--- src/rtl/bank_gate_pkg.sv ---
package bank_gate_pkg;
  // Per-rank strobes handed from control to datapath
  typedef struct packed {
    logic capture;  // first sampled cycle of row strobe: load bank index
    logic active;   // row strobe is high this sample
    logic refresh;  // refresh bypass requested this sample
  } rankStrobe_t;
endpackage

--- src/rtl/bgCtrl.sv ---
module bgCtrl
  import bank_gate_pkg::*;
#(
  parameter int NUM_RANKS = 2
) (
  input  logic                          clk,
  input  logic                          rstN,
  input  logic [NUM_RANKS-1:0]          rasIn,
  input  logic                          refreshEn,
  output rankStrobe_t [NUM_RANKS-1:0]   strobes
);
  logic [NUM_RANKS-1:0] rasSeen;

  // Remember the previous row strobe level for edge detection
  always_ff @(posedge clk or negedge rstN) begin
    if (!rstN) rasSeen <= '0;
    else       rasSeen <= rasIn;
  end

  for (genvar r = 0; r < NUM_RANKS; r++) begin : g_rank
    always_comb begin
      strobes[r].capture = rasIn[r] & ~rasSeen[r];
      strobes[r].active  = rasIn[r];
      strobes[r].refresh = refreshEn;
    end
  end
endmodule

--- src/rtl/bgDatapath.sv ---
module bgDatapath
  import bank_gate_pkg::*;
#(
  parameter int NUM_RANKS      = 2,
  parameter int BANKS_PER_RANK = 4,
  parameter int CAS_LINES      = 4,
  localparam int BANK_SEL_W    = $clog2(BANKS_PER_RANK),
  localparam int BANK_TOTAL    = NUM_RANKS * BANKS_PER_RANK
) (
  input  logic                          clk,
  input  logic                          rstN,
  input  rankStrobe_t [NUM_RANKS-1:0]   strobes,
  input  logic [BANK_SEL_W-1:0]         bankSelN,
  input  logic [CAS_LINES-1:0]          casIn,
  output logic [BANK_TOTAL-1:0]         bankRasN,
  output logic                          cardCasN,
  output logic [CAS_LINES-2:0]          casFwd
);
  // Bank select arrives inverted; restore true polarity before decode
  logic [BANK_SEL_W-1:0] bankSelTrue;
  assign bankSelTrue = ~bankSelN;

  for (genvar r = 0; r < NUM_RANKS; r++) begin : g_rank
    logic [BANK_SEL_W-1:0]     bankHeld;
    logic [BANK_SEL_W-1:0]     bankNow;
    logic [BANKS_PER_RANK-1:0] want;

    // Index is held for the whole strobe and dropped when it ends
    always_ff @(posedge clk or negedge rstN) begin
      if (!rstN)                      bankHeld <= '0;
      else if (strobes[r].capture)    bankHeld <= bankSelTrue;
      else if (!strobes[r].active)    bankHeld <= '0;
    end

    assign bankNow = strobes[r].capture ? bankSelTrue : bankHeld;

    for (genvar b = 0; b < BANKS_PER_RANK; b++) begin : g_bank
      assign want[b] = strobes[r].active &
                       (strobes[r].refresh || (bankNow == BANK_SEL_W'(b)));
    end

    // Active-low registered bank strobes
    always_ff @(posedge clk or negedge rstN) begin
      if (!rstN) bankRasN[r*BANKS_PER_RANK +: BANKS_PER_RANK] <= '1;
      else       bankRasN[r*BANKS_PER_RANK +: BANKS_PER_RANK] <= ~want;
    end
  end

  // Column strobe: first line used locally, the rest shifted to next slot
  always_ff @(posedge clk or negedge rstN) begin
    if (!rstN) begin
      cardCasN <= 1'b1;
      casFwd   <= '0;
    end else begin
      cardCasN <= ~casIn[0];
      casFwd   <= casIn[CAS_LINES-1:1];
    end
  end
endmodule

--- src/rtl/bankRasGate.sv ---
module bankRasGate
  import bank_gate_pkg::*;
#(
  parameter int NUM_RANKS      = 2,
  parameter int BANKS_PER_RANK = 4,
  parameter int CAS_LINES      = 4,
  localparam int BANK_SEL_W    = $clog2(BANKS_PER_RANK),
  localparam int BANK_TOTAL    = NUM_RANKS * BANKS_PER_RANK
) (
  input  logic                  clk,
  input  logic                  rstN,
  input  logic [NUM_RANKS-1:0]  rasIn,
  input  logic [CAS_LINES-1:0]  casIn,
  input  logic [BANK_SEL_W-1:0] bankSelN,
  input  logic                  refreshEn,
  output logic [BANK_TOTAL-1:0] bankRasN,
  output logic                  cardCasN,
  output logic [CAS_LINES-2:0]  casFwd
);
  rankStrobe_t [NUM_RANKS-1:0] strobes;

  bgCtrl #(.NUM_RANKS(NUM_RANKS)) u_ctrl (
    .clk       (clk),
    .rstN      (rstN),
    .rasIn     (rasIn),
    .refreshEn (refreshEn),
    .strobes   (strobes)
  );

  bgDatapath #(
    .NUM_RANKS      (NUM_RANKS),
    .BANKS_PER_RANK (BANKS_PER_RANK),
    .CAS_LINES      (CAS_LINES)
  ) u_dp (
    .clk      (clk),
    .rstN     (rstN),
    .strobes  (strobes),
    .bankSelN (bankSelN),
    .casIn    (casIn),
    .bankRasN (bankRasN),
    .cardCasN (cardCasN),
    .casFwd   (casFwd)
  );
endmodule

--- config.mk ---
export PLATFORM = sky130hd
export DESIGN_NAME = bankRasGate
export DESIGN_NICKNAME = d
export VERILOG_FILES = /design/src/rtl/bank_gate_pkg.sv /design/src/rtl/bgCtrl.sv /design/src/rtl/bgDatapath.sv /design/src/rtl/bankRasGate.sv
export SDC_FILE = /design/constraint.sdc
export NUM_CORES = 1
export LEC_CHECK = 0
export BUFFER_PORTS_ARGS = -buffer_cell sky130_fd_sc_hd__buf_2
export CAP_MARGIN = 20
export CORE_UTILIZATION = 48
export CTS_CLUSTER_DIAMETER = 30
export CTS_CLUSTER_SIZE = 8
export DETAILED_ROUTE_END_ITERATION = 16
export PLACE_DENSITY_LB_ADDON = 0.12
export SLEW_MARGIN = 20
export SYNTH_ARGS = -nofsm -noshare
export SYNTH_HDL_FRONTEND = slang
export SYNTH_HIERARCHICAL = 1
export SYNTH_SLANG_ARGS = --single-unit
--- constraint.sdc ---
create_clock -name clk -period 1.4 [get_ports clk]
set_input_delay 0.14 -clock clk [delete_from_list [all_inputs] [get_ports clk]]
set_output_delay 0.14 -clock clk [all_outputs]
set_load 0.1 [all_outputs]
==> results.py <==
metrics = {
    "routing": {
        "dr.first_iter.drc_count": 8,
        "vias": 537,
        "first_pass_iters": 4,
        "routed_via_density": 5.07,
        "avgRoutedWirePerCell_um": 11.4,
        "wl_um": 1210,
        "drcViolationCount": 0,
        "final_antenna_net_count": 0,
    },
    "floorplanning": {
        "initial_core_util": 0.509,
        "core_um2": 1510,
        "rows": 14,
        "die-width_um": 42.0,
        "dieArea_um2": 1760,
        "pin_count": 23,
        "dieHeight_um": 42.0,
    },
    "cts": {
        "clk_latency_ns": 0.28,
        "cts_tree": "done",
        "clkSinkCount": 18,
        "cts.clk_slew.worst_paths_ns": 0.10,
        "post_cts_buffers": 0,
        "htree_levels": 1,
        "holdBufCountCts": 5,
        "cts_resized": 0,
        "cts_buffers": 3,
        "clockBufferDepth": 2,
        "root_buffer": "clkbuf_4",
    },
    "sta": {
        "hold_ws_ns": 0.0332,
        "timing.slew.headroom": 0.678,
        "report.final.slew_viol_count": 0,
        "final.period_utilization": 0.967,
        "finalSetupViolations": 0,
        "grt_setup_unrepaired": "no",
        "finalSetupTns_ns": 0,
        "tightest_slew_ns": 0.487,
        "fmax_mhz": 739,
        "clock_skew_ns": 0.00787,
        "layout_min_cycle_time_ns": 1.35,
        "hold_viol_final": 0,
    },
    "final_layout": {
        "final_cell_area_um2": 943,
        "fill_cells": 129,
        "drive_above_1_share": 0.444,
        "antennaDiodeCount": 0,
        "area.growth.synth_to_final_pct": 23.0,
        "final_util": 0.626,
        "nNetsFinal": 102,
    },
    "worst_setup_path": {
        "cp_slowest_cell": "dfstp_2",
        "crit_type": "flip-flop to output port",
        "required_ns": 1.26,
        "path_cells": "buf_2",
        "slowest_delay_ns": 0.52,
        "r2r_start": "u_ctrl/rasSeen[1]",
        "crit_arrival_ns": 1.21,
        "worst_setup_path_end_kind": "output port",
        "cpLargestDelayFamily": "flip-flops",
        "crit_buf_inv": 1,
        "critPathMaxFanout": 1,
        "cp-start-kind": "flip-flop",
        "worstSetupStartpoint": "u_dp/bankRasN[3]",
    },
    "logic_synthesis": {
        "yosys.area.top_type": "dfstp_2",
        "yosys_register_bits": 18,
        "synth_nets": 74,
        "syn_area_um2": 767,
        "synth_area_leaders": "dfstp_2 31%, dfrtp_1 29%, nor2b_4 5.4%",
        "synth.avg_cell_area_um2": 12.2,
        "synth_cell_types": 20,
        "synth_cells": 63,
        "ys_warn_count": 6,
        "yosysSeqAreaShare": 0.602,
        "synth_top_area_frac": 0.308,
    },
    "global_routing": {
        "gr-total-overflow": 0,
        "grt_pass1_wl_um": 2100,
        "grt_max_degree": 19,
        "antenna_found_initial": 0,
        "first_global_vias": 514,
        "track_usage": 0.158,
    },
    "placement": {
        "io_buffers": 22,
        "dp.final_hpwl_um": 851,
        "dpl-instance-area_um2": 867,
        "gp_congestion": 0.788,
    },
    "pwr": {
        "peakVddDrop_mv": 0.701,
        "finalPower_mw": 1.14,
        "power.density_nw_per_um2": 1210,
        "cellLeakagePower_nw": 0.441,
    },
    "worst_hold_path": {
        "hp-class": "primary input to flip-flop",
        "min_from": "rasIn[0]",
    },
    "run": {
        "max_cap_viol_count": 0,
    },
    "run_status": {
        "status": "finished, final reports clean",
    },
}
[state kept, by name, summed over array words and instances, names as in the netlist]
| register | count |
|---|---|
| u_dp/casFwd | 3 |
| u_dp/bankRasN | 8 |
| u_ctrl/rasSeen | 2 |
| u_dp/g_rank.bankHeld | 4 |
| u_dp/cardCasN | 1 |
[report_power, final]
group          internal (mW)  switching [mW]
Combinational         0.0724           0.241
Clock                  0.110           0.138
Sequential             0.566          0.0107
Total                  0.749           0.389
[synth_stat cells]
| cell | instances |
|---|---|
| a2111oi_1 | 2 |
| a211oi_1 | 2 |
| a21bo_1 | 1 |
| a21o_1 | 1 |
| a21o_2 | 1 |
| a22oi_1 | 1 |
| and2b_4 | 1 |
| buf_4 | 4 |
| dfrtp_1 | 9 |
| dfstp_2 | 9 |
| inv_1 | 2 |
| nand2_1 | 4 |
| nand2b_1 | 4 |
| nor2_1 | 2 |
| nor2b_1 | 6 |
| nor2b_2 | 1 |
| nor2b_4 | 3 |
| nor4_1 | 2 |
| o21ai_1 | 7 |
| o22ai_1 | 1 |
[layer usage]
layer	share of wire	up-vias	GRT usage	wire, um
met3	0.058	2	0.0302	70
met1	0.46	250	0.212	552
met5	0	-	0	0
met2	0.47	19	0.247	569
li1	-	266	-	-
met4	0.012	0	0.0774	14
[path summary, 6_finish.rpt]
| kind | slack [ns] | endpoint | cells past startpoint |
|---|---|---|---|
| max | 0.05 | bankRasN[3] | 1 |
| min | 0.03 | u_ctrl/rasSeen[0] | 1 |
| max reg2reg | 0.11 | u_dp/bankRasN[5] | 4 |
| min reg2reg | 0.51 | u_dp/g_rank[0].bankHeld[0] | 2 |
| max in group asynchronous | 0.78 | u_dp/bankRasN[6] | 2 |
| min in group asynchronous | 0.30 | u_dp/g_rank[1].bankHeld[0] | 2 |
[metrics by stage]
step           setup slack (ns)  instances
3_5_place_dp              0.187         97
3_3_place_gp              0.239         97
5_1_grt                 0.00363        106
4_1_cts                  0.0300        106
2_1_floorplan             0.282         63
6_report                 0.0459        106
[layout make-up]
cell class                      instances  area [um2]  share of cell area
Timing Repair Buffer                   27         160               0.170
Multi-Input combinational cell         39         268               0.284
Clock buffer                            4        26.3              0.0279
Tap cell                               16        20.0              0.0212
Inverter                                2        7.51             0.00796
Sequential cell                        18         462               0.489
[cell usage in the layout (no fill, tap or decap)]
cell / synthesis / routed
a211oi_1: 2 / 2
a21bo_1: 1 / 1
dfrtp_1: 9 / 9
nor2_1: 2 / 2
clkbuf_4: 0 / 3
a21o_2: 1 / 1
clkbuf_1: 0 / 1
nand2b_1: 4 / 4
dfstp_2: 9 / 9
a21o_1: 1 / 1
o22ai_1: 1 / 1
and2b_4: 1 / 1
nor2b_4: 3 / 3
a2111oi_1: 2 / 2
nand2_1: 4 / 4
inv_1: 2 / 2
buf_2: 0 / 22
nor4_1: 2 / 2
o21ai_1: 7 / 7
nor2b_2: 1 / 1
a22oi_1: 1 / 1
dlygate4sd3_1: 0 / 5
nor2b_1: 6 / 6
[kinds of logic (layout without fill, tap and decap cells)]
group | Yosys count | after routing | share of synthesized area
and+or+nand+nor | 23 | 23 | 0.206
DFF | 18 | 18 | 0.602
AOI/OAI and AO/OA | 16 | 16 | 0.144
buffers and inverters | 6 | 33 | 0.0489
No activity file was read; power rests on OpenSTA's default activity.
